<file path="config.mk">
export PLATFORM = sky130hd
export DESIGN_NAME = perf_mon_unit
export DESIGN_NICKNAME = d
export VERILOG_FILES = /design/src/rtl/pmu_pkg.sv /design/src/rtl/pmu_mode_fsm.sv /design/src/rtl/pmu_evt_sel.sv /design/src/rtl/pmu_counter.sv /design/src/rtl/perf_mon_unit.sv
export SDC_FILE = /design/constraint.sdc
export NUM_CORES = 1
export LEC_CHECK = 0
export CAP_MARGIN = 30
export CORE_ASPECT_RATIO = 1.25
export CORE_MARGIN = 2
export CORE_UTILIZATION = 35
export DETAILED_ROUTE_END_ITERATION = 16
export DONT_BUFFER_PORTS = 1
export SETUP_SLACK_MARGIN = 0.2
export SYNTH_ARGS = -nofsm -noshare
export SYNTH_HDL_FRONTEND = slang
export SYNTH_SLANG_ARGS = --single-unit
</file>
<file path="constraint.sdc">
create_clock -name clk -period 4.7 [get_ports clk]
set_input_delay 1.41 -clock clk [delete_from_list [all_inputs] [get_ports clk]]
set_output_delay 1.41 -clock clk [all_outputs]
set_load 0.05 [all_outputs]
</file>
<file path="src/rtl/pmu_pkg.sv">
package pmu_pkg;

    localparam int REG_W   = 32;
    localparam int SEL_W   = 8;
    localparam int NUM_SRC = 3;

    // control register bit positions
    localparam int CTL_EN      = 0;
    localparam int CTL_EVRST   = 1;
    localparam int CTL_CYRST   = 2;
    localparam int CTL_DIV     = 3;
    localparam int CTL_IE_LSB  = 4;
    localparam int CTL_OVF_LSB = 8;
    localparam int SEL1_LSB    = 12;
    localparam int SEL0_LSB    = 20;

    // source slots for flags and interrupt enables
    localparam int SRC_EV0 = 0;
    localparam int SRC_EV1 = 1;
    localparam int SRC_CYC = 2;

    // register indices
    localparam logic [1:0] IDX_CTL = 2'd0;
    localparam logic [1:0] IDX_CYC = 2'd1;
    localparam logic [1:0] IDX_EV0 = 2'd2;
    localparam logic [1:0] IDX_EV1 = 2'd3;

    localparam logic [SEL_W-1:0] CODE_TRACE  = 8'h20;
    localparam logic [SEL_W-1:0] CODE_CYCLES = 8'hFF;

    typedef enum logic [1:0] {
        ST_HALT_FULL = 2'd0,
        ST_HALT_DIV  = 2'd1,
        ST_RUN_FULL  = 2'd2,
        ST_RUN_DIV   = 2'd3
    } pmu_mode_e;

endpackage

</file>
<file path="src/rtl/pmu_mode_fsm.sv">
module pmu_mode_fsm
    import pmu_pkg::*;
#(
    parameter int PRESCALE = 64
) (
    input  logic clk,
    input  logic rst_n,
    input  logic ctl_wr,
    input  logic wr_en,
    input  logic wr_div,
    output logic running,
    output logic div_sel,
    output logic cyc_tick
);

    localparam int PW = (PRESCALE > 1) ? $clog2(PRESCALE) : 1;
    localparam logic [PW-1:0] PRE_LAST = PW'(PRESCALE - 1);

    pmu_mode_e state_q, state_d;
    logic [PW-1:0] pre_q;

    always_comb begin
        state_d = state_q;
        if (ctl_wr) begin
            unique case ({wr_en, wr_div})
                2'b00: state_d = ST_HALT_FULL;
                2'b01: state_d = ST_HALT_DIV;
                2'b10: state_d = ST_RUN_FULL;
                2'b11: state_d = ST_RUN_DIV;
            endcase
        end
    end

    always_ff @(posedge clk or negedge rst_n) begin
        if (!rst_n) state_q <= ST_HALT_FULL;
        else        state_q <= state_d;
    end

    always_ff @(posedge clk or negedge rst_n) begin
        if (!rst_n)                    pre_q <= '0;
        else if (state_q != ST_RUN_DIV) pre_q <= '0;
        else if (pre_q == PRE_LAST)     pre_q <= '0;
        else                            pre_q <= pre_q + 1'b1;
    end

    always_comb begin
        unique case (state_q)
            ST_HALT_FULL: begin running = 1'b0; div_sel = 1'b0; cyc_tick = 1'b0; end
            ST_HALT_DIV:  begin running = 1'b0; div_sel = 1'b1; cyc_tick = 1'b0; end
            ST_RUN_FULL:  begin running = 1'b1; div_sel = 1'b0; cyc_tick = 1'b1; end
            ST_RUN_DIV:   begin running = 1'b1; div_sel = 1'b1; cyc_tick = (pre_q == PRE_LAST); end
        endcase
    end

endmodule

</file>
<file path="src/rtl/pmu_evt_sel.sv">
module pmu_evt_sel
    import pmu_pkg::*;
#(
    parameter int NUM_EVT = 32
) (
    input  logic [SEL_W-1:0]   code,
    input  logic [NUM_EVT-1:0] strobes,
    input  logic               trace,
    output logic               hit
);

    always_comb begin
        hit = 1'b0;
        if (code == CODE_CYCLES) begin
            hit = 1'b1;
        end else if (code == CODE_TRACE) begin
            hit = trace;
        end else begin
            for (int i = 0; i < NUM_EVT; i++) begin
                if (code == SEL_W'(i)) hit = strobes[i];
            end
        end
    end

endmodule

</file>
<file path="src/rtl/pmu_counter.sv">
module pmu_counter #(
    parameter int W = 32
) (
    input  logic         clk,
    input  logic         rst_n,
    input  logic         load,
    input  logic [W-1:0] load_val,
    input  logic         clear,
    input  logic         inc,
    output logic [W-1:0] cnt,
    output logic         wrap
);

    always_ff @(posedge clk or negedge rst_n) begin
        if (!rst_n)     cnt <= '0;
        else if (load)  cnt <= load_val;
        else if (clear) cnt <= '0;
        else if (inc)   cnt <= cnt + 1'b1;
    end

    assign wrap = inc && !load && !clear && (cnt == {W{1'b1}});

endmodule

</file>
<file path="src/rtl/perf_mon_unit.sv">
module perf_mon_unit
    import pmu_pkg::*;
#(
    parameter int CNT_W    = 32,
    parameter int NUM_EVT  = 32,
    parameter int PRESCALE = 64
) (
    input  logic               clk,
    input  logic               rst_n,
    input  logic               reg_we,
    input  logic [1:0]         reg_idx,
    input  logic [REG_W-1:0]   reg_wdata,
    output logic [REG_W-1:0]   reg_rdata,
    input  logic [NUM_EVT-1:0] evt_strobe,
    input  logic               trace_out,
    output logic               irq
);

    logic                wr_ctl;
    logic                running, div_sel, cyc_tick;
    logic [SEL_W-1:0]    sel_q [2];
    logic [SEL_W-1:0]    sel_wr [2];
    logic [NUM_SRC-1:0]  ie_q, ovf_q, wrap;
    logic [1:0]          hit;
    logic [CNT_W-1:0]    cyc_cnt;
    logic [CNT_W-1:0]    ev_cnt [2];
    logic [REG_W-1:0]    ctl_view;
    logic                unused_wdata;

    assign wr_ctl    = reg_we && (reg_idx == IDX_CTL);
    assign sel_wr[0] = reg_wdata[SEL0_LSB +: SEL_W];
    assign sel_wr[1] = reg_wdata[SEL1_LSB +: SEL_W];
    assign unused_wdata = ^{reg_wdata[REG_W-1:SEL0_LSB+SEL_W], reg_wdata[CTL_OVF_LSB+NUM_SRC],
                            reg_wdata[CTL_IE_LSB+NUM_SRC]};

    pmu_mode_fsm #(.PRESCALE(PRESCALE)) u_mode (
        .clk      (clk),
        .rst_n    (rst_n),
        .ctl_wr   (wr_ctl),
        .wr_en    (reg_wdata[CTL_EN]),
        .wr_div   (reg_wdata[CTL_DIV]),
        .running  (running),
        .div_sel  (div_sel),
        .cyc_tick (cyc_tick)
    );

    always_ff @(posedge clk or negedge rst_n) begin
        if (!rst_n) begin
            sel_q[0] <= '0;
            sel_q[1] <= '0;
            ie_q     <= '0;
        end else if (wr_ctl) begin
            sel_q[0] <= sel_wr[0];
            sel_q[1] <= sel_wr[1];
            ie_q     <= reg_wdata[CTL_IE_LSB +: NUM_SRC];
        end
    end

    // a wrap on the same edge as a clearing write keeps the flag set
    always_ff @(posedge clk or negedge rst_n) begin
        if (!rst_n) begin
            ovf_q <= '0;
        end else begin
            for (int k = 0; k < NUM_SRC; k++) begin
                if (wrap[k])                                   ovf_q[k] <= 1'b1;
                else if (wr_ctl && reg_wdata[CTL_OVF_LSB + k]) ovf_q[k] <= 1'b0;
            end
        end
    end

    for (genvar g = 0; g < 2; g++) begin : g_evt
        pmu_evt_sel #(.NUM_EVT(NUM_EVT)) u_sel (
            .code    (sel_q[g]),
            .strobes (evt_strobe),
            .trace   (trace_out),
            .hit     (hit[g])
        );

        pmu_counter #(.W(CNT_W)) u_cnt (
            .clk      (clk),
            .rst_n    (rst_n),
            .load     (reg_we && (reg_idx == 2'(IDX_EV0 + g))),
            .load_val (reg_wdata[CNT_W-1:0]),
            .clear    (wr_ctl && reg_wdata[CTL_EVRST]),
            .inc      (running && hit[g]),
            .cnt      (ev_cnt[g]),
            .wrap     (wrap[SRC_EV0 + g])
        );
    end

    pmu_counter #(.W(CNT_W)) u_cyc (
        .clk      (clk),
        .rst_n    (rst_n),
        .load     (reg_we && (reg_idx == IDX_CYC)),
        .load_val (reg_wdata[CNT_W-1:0]),
        .clear    (wr_ctl && reg_wdata[CTL_CYRST]),
        .inc      (cyc_tick),
        .cnt      (cyc_cnt),
        .wrap     (wrap[SRC_CYC])
    );

    always_comb begin
        ctl_view = '0;
        ctl_view[CTL_EN]                     = running;
        ctl_view[CTL_DIV]                    = div_sel;
        ctl_view[CTL_IE_LSB +: NUM_SRC]      = ie_q;
        ctl_view[CTL_OVF_LSB +: NUM_SRC]     = ovf_q;
        ctl_view[SEL1_LSB +: SEL_W]          = sel_q[1];
        ctl_view[SEL0_LSB +: SEL_W]          = sel_q[0];
    end

    always_comb begin
        reg_rdata = '0;
        unique case (reg_idx)
            IDX_CTL: reg_rdata                = ctl_view;
            IDX_CYC: reg_rdata[CNT_W-1:0]     = cyc_cnt;
            IDX_EV0: reg_rdata[CNT_W-1:0]     = ev_cnt[0];
            IDX_EV1: reg_rdata[CNT_W-1:0]     = ev_cnt[1];
        endcase
    end

    assign irq = |(ovf_q & ie_q);

endmodule

</file>
Yosys cells after proc, flatten, opt, wreduce, memory -nomap -nowiden
Cells that the tools add are included.

Register bits: 126. Input bits: 70. Output and inout port bits: 33. Word-level logic and storage cells: 227.

Add/sub/neg operators: 4. Eq/ne operators: 80. Muxes and demuxes: 90. Bitwise operators: 1. Reductions and logical operators: 41.

Operators by type and width (number): two-way mux 32 bit (9); == test 8 x 5 -> 1 bit (second input constant) (32); == test 8 x 4 -> 1 bit (second input constant) (16); case mux 32 bit (4 select lines) (1); adder 32 x 1 -> 32 bit (second input constant) (3); == test 32 bit (second input constant) (3); two-way mux 1 bit (74); == test 8 x 3 -> 1 bit (second input constant) (8); == test 8 x 2 -> 1 bit (second input constant) (4); logical AND 1 bit (20); == test 8 x 1 -> 1 bit (second input constant) (2); == test 8 x 6 -> 1 bit (second input constant) (2); == test 8 bit (second input constant) (2); zero test 8 bit (2); == test 2 bit (second input constant) (6); two-way mux 6 bit (2); nonzero test 3 bit (3); case mux 2 bit (4 select lines) (1); OR reduction 2 bit (4); adder 6 x 1 -> 6 bit (second input constant) (1); == test 2 x 1 -> 1 bit (second input constant) (3); == test 6 bit (second input constant) (1); zero test 2 bit (3); nonzero test 2 bit (3); 6 further kinds (11).

Logic depth before layout (Yosys ltp)
Word-level depth: 40. Mapped depth: 12. Mapped depth without buffers: 8.

Hierarchy
From an unflattened synthesis, not the netlist that was laid out.

Cell total of the unflattened synthesis: 1112. Area, all modules: 9753.1 sq um.

By module, submodules not included: pmu_counter (times used 3, cells each 268, area an instance 2188.3 sq um, seq. area each 800.8 sq um); perf_mon_unit (times used 1, cells each 113, area an instance 1707.9 sq um, seq. area each 550.5 sq um); pmu_evt_sel (times used 2, cells each 81, area an instance 561.8 sq um, seq. area each 0.0 sq um); pmu_mode_fsm (times used 1, cells each 33, area an instance 356.6 sq um, seq. area each 200.2 sq um).

Worst setup path before layout
Ideal clock, no wire load.

Path kind: input-to-output. Start: input port reg_idx[0]. End: output port reg_rdata[12]. Data arrival time: 3.086 ns. Data required time: 3.290 ns. Slack: 0.204 ns. Stages on the path: 3. Buffers on the path: 2. Cells stage by stage: buf_1 > buf_1 > mux4_2.

Cells in the longest elaborated chain, start to end: 2. Elaborated cells between the ends (all ways): 5. Classes of those cells: 3 x eq/ne; 1 x mux; 1 x reduce/logical.

Ends and longest elaborated chain: from (decl) (RTL line perf_mon_unit.sv:11) `input logic [1:0] reg_idx,`; == test 2 bit (tied with other cells) (RTL line perf_mon_unit.sv:114) `unique case (reg_idx)`; case mux 32 bit (4 select lines) * (RTL line perf_mon_unit.sv:114); to (decl) (RTL line perf_mon_unit.sv:13) `output logic [REG_W-1:0] reg_rdata,`.

Mark *: on every way between the ends. The rest lies on a longest branch, timed or not.

Final worst setup path
Start: input port reg_idx[0]. End: output port reg_rdata[30].

The elaborated chain is that of the path after synthesis.

==> results.yml <==
global_routing:
  gr-total-overflow: 0
  grt_pass1_vias: 8179
  grt_use_total: 0.227
  grt_max_degree: 127
  antenna_found_initial: 0
  grt_first_pass_wirelength_um: 47900
yosys:
  ys.flop_type: "dfrtp_1"
  synthCells: 1050
  syn_area_um2: 9090
  syn_area_per_cell_um2: 8.66
  synth_warnings: 0
  ys_async_sr_fraction: 1.00
  yosysUniqueCellTypes: 78
  ys_ff_latch: 126
  synth_edf_count: 0
  ys_seq_area_frac: 0.347
  synth_nets: 1124
sta:
  setup_violations: 0
  rsz0062_at_grt: "no"
  fmax_mhz: 251
  final-hold-violation-count: 0
  finalMaxSlewViolations: 0
  tightestPinTransition_ns: 1.05
  fin_setup_tns_ns: 0
  finClkSkew_ns: 0.0110
  period_needed_ns: 3.99
  post-route-period-util: 0.849
  maxSlewHeadroom: 0.299
pwr:
  vdd_drop_max_mv: 0.188
  p_per_area_nw_per_um2: 374
  power.total_w: 0.00371
  p_leak_nw: 3.96
hold_path:
  hp-start: "u_mode.pre_q[0]$_DFF_PN0_"
  min_path_cells: 1
  hp-class: "flop to flop"
  min_to: "u_mode.pre_q[0]$_DFF_PN0_"
die:
  start_util: 0.358
  die_w_um: 148
  die_area_um2: 27300
  core_um2: 25400
  num_io_pins: 103
  die_h_um: 184
  fp-row-count: 65
route:
  post_drt_wl_per_cell_um: 23.2
  drc: 0
  routed_wl_um: 31400
  dr.pass1.iters: 5
  drtIter0Drc: 1082
  final_antenna_net_count: 0
  avgViaCountPerCell: 6.48
  via_count: 8757
final_layout:
  fillerInstances: 2545
  drive_gt1_frac: 0.116
  final_cells: 1352
  final_nets: 1078
  antenna_cells: 0
  final_cell_mix: "nand2_1 (146), dfrtp_1 (126), o21ai_0 (93)"
  multi_input_comb_area_um2: 5480
  synthToLayoutAreaGrowth_pct: 9.03
  mostFrequentLayoutCell: "nand2_1"
  final_area_um2: 9910
  ff_latch_area_um2: 3150
placement:
  gp_congestion: 0.926
  port_buffers: 0
  hpwl_um: 22300
  postPlaceCellArea_um2: 9300
  dp_cells: 1320
clocking:
  post_cts_buffers: 0
  postCtsHoldBufs: 0
  cts-htree-levels: 4
  cts_resized: 0
  worstSkewPairLatency_ns: 0.43
  path_clk_slew_ns: 0.06
  cts.sinks: 126
  clock-root-buffer: "clkbuf_16"
  clockBufferDepth: 2
  tritoncts: "done"
  numCtsBuffers: 17
worst_setup_path:
  rr_endpoint: "g_evt[0].u_cnt.cnt[23]$_DFFE_PN0P_"
  critical-path-max-stage-delay_ns: 0.46
  cpMaxStageDelayCell: "a22o_1"
  crit_required_ns: 3.29
  worstSetupPathType: "input pin to primary output"
  start_kind: "input pin"
  r2r_start: "ctl_view[20]$_DFFE_PN0P_"
  arrival_ns: 2.58
  ff2ff_path_depth: 7
  r2r_slack_ns: 1.34
  critPathLaunch: "reg_idx[0]"
  crit_chain: "nor2b_1, buf_4, a22o_1"
  crit_path_end_kind: "primary output"
  path_max_fanout: 40
outcome:
  status: "finished, final reports clean"
flow_run:
  maxCapViolCount: 0
final cells by class:
| class | instances | area share |
|---|---|---|
| well taps | 335 | 0.0423 |
| clock buffers | 22 | 0.0478 |
| flip-flops and latches | 126 | 0.318 |
| clock inverters | 10 | 0.0138 |
| multi-input cells | 805 | 0.553 |
| repair buffers | 12 | 0.00909 |
| inverters | 42 | 0.0159 |
worst max-delay path by stage:
stage	endpoint	slack [ns]	depth (start not counted)
after floorplan	reg_rdata[12]	0.20	3
after global placement	reg_rdata[30]	0.72	3
after detailed placement	reg_rdata[30]	0.71	3
after CTS	reg_rdata[30]	0.70	3
after global routing	reg_rdata[30]	0.68	3
final	reg_rdata[30]	0.71	3
flip-flops by register name, summed over array words and instances (netlist names):
| register | cells |
|---|---|
| u_mode.pre_q | 6 |
| u_mode.state_q | 2 |
| u_cyc.cnt | 32 |
| ie_q | 3 |
| ovf_q | 3 |
| g_evt.u_cnt.cnt | 64 |
| ctl_view | 16 |
per-layer routing:
| metal | part of all wire | wire [um] | GRT usage | vias up |
|---|---|---|---|---|
| met2 | 0.45 | 14200 | 0.351 | 417 |
| li1 | - | - | - | 3907 |
| met3 | 0.085 | 2680 | 0.0475 | 83 |
| met1 | 0.41 | 12900 | 0.297 | 4350 |
| met5 | 0 | 0 | 0 | - |
| met4 | 0.050 | 1580 | 0.123 | 0 |
power by group:
part	internal [W]	total, W	switching [W]	leakage [nW]
logic	0.000323	0.000840	0.000517	1.99
registers	0.00123	0.00149	0.000262	1.67
clock network	0.000874	0.00138	0.000507	0.292
total	0.00243	0.00371	0.00129	3.96
cell families (layout without fill, tap and decap cells):
group,Yosys count,count (layout),synth area share
xor gates and xnor gates,14,14,0.0135
and+or+nand+nor,365,365,0.197
muxes,61,61,0.107
AOI/OAI and AO/OA,361,361,0.278
adders and majority gates,4,4,0.00551
DFF,126,126,0.347
buffers and inverters,119,86,0.0529
Yosys cell counts (13+ instances only):
cell type | count | area, um2
a31oi_1 | 16 | 100
nor3_1 | 20 | 100
mux4_2 | 26 | 586
nand3_1 | 49 | 245
o21ai_0 | 93 | 465
clkbuf_1 | 58 | 218
nand2_1 | 146 | 548
and2_1 | 22 | 138
a22oi_1 | 26 | 195
a22o_1 | 19 | 166
and3_1 | 24 | 150
a221oi_1 | 21 | 184
mux2_2 | 24 | 270
a21oi_1 | 62 | 310
inv_1 | 42 | 158
nor2_1 | 44 | 165
dfrtp_1 | 126 | 3150
nand4_1 | 13 | 81.3
critical path, delay by kind of cell:
family,cells,cell delay [ns]
AO/OA/AOI/OAI,1,0.46
AND/OR/NAND/NOR,1,0.43
buffers and inverters,1,0.24
stage by stage:
step | worst slack (ns) | utilization | hold WS (ns)
6_report | 0.709 | 0.391 | 0.467
5_1_grt | 0.683 | 0.391 | 0.490
4_1_cts | 0.703 | 0.391 | 0.471
3_5_place_dp | 0.708 | 0.367 | 0.463
3_3_place_gp | 0.718 | 0.367 | 0.456
2_1_floorplan | 0.204 | - | 0.433
No activity file was read; power rests on OpenSTA's default activity.
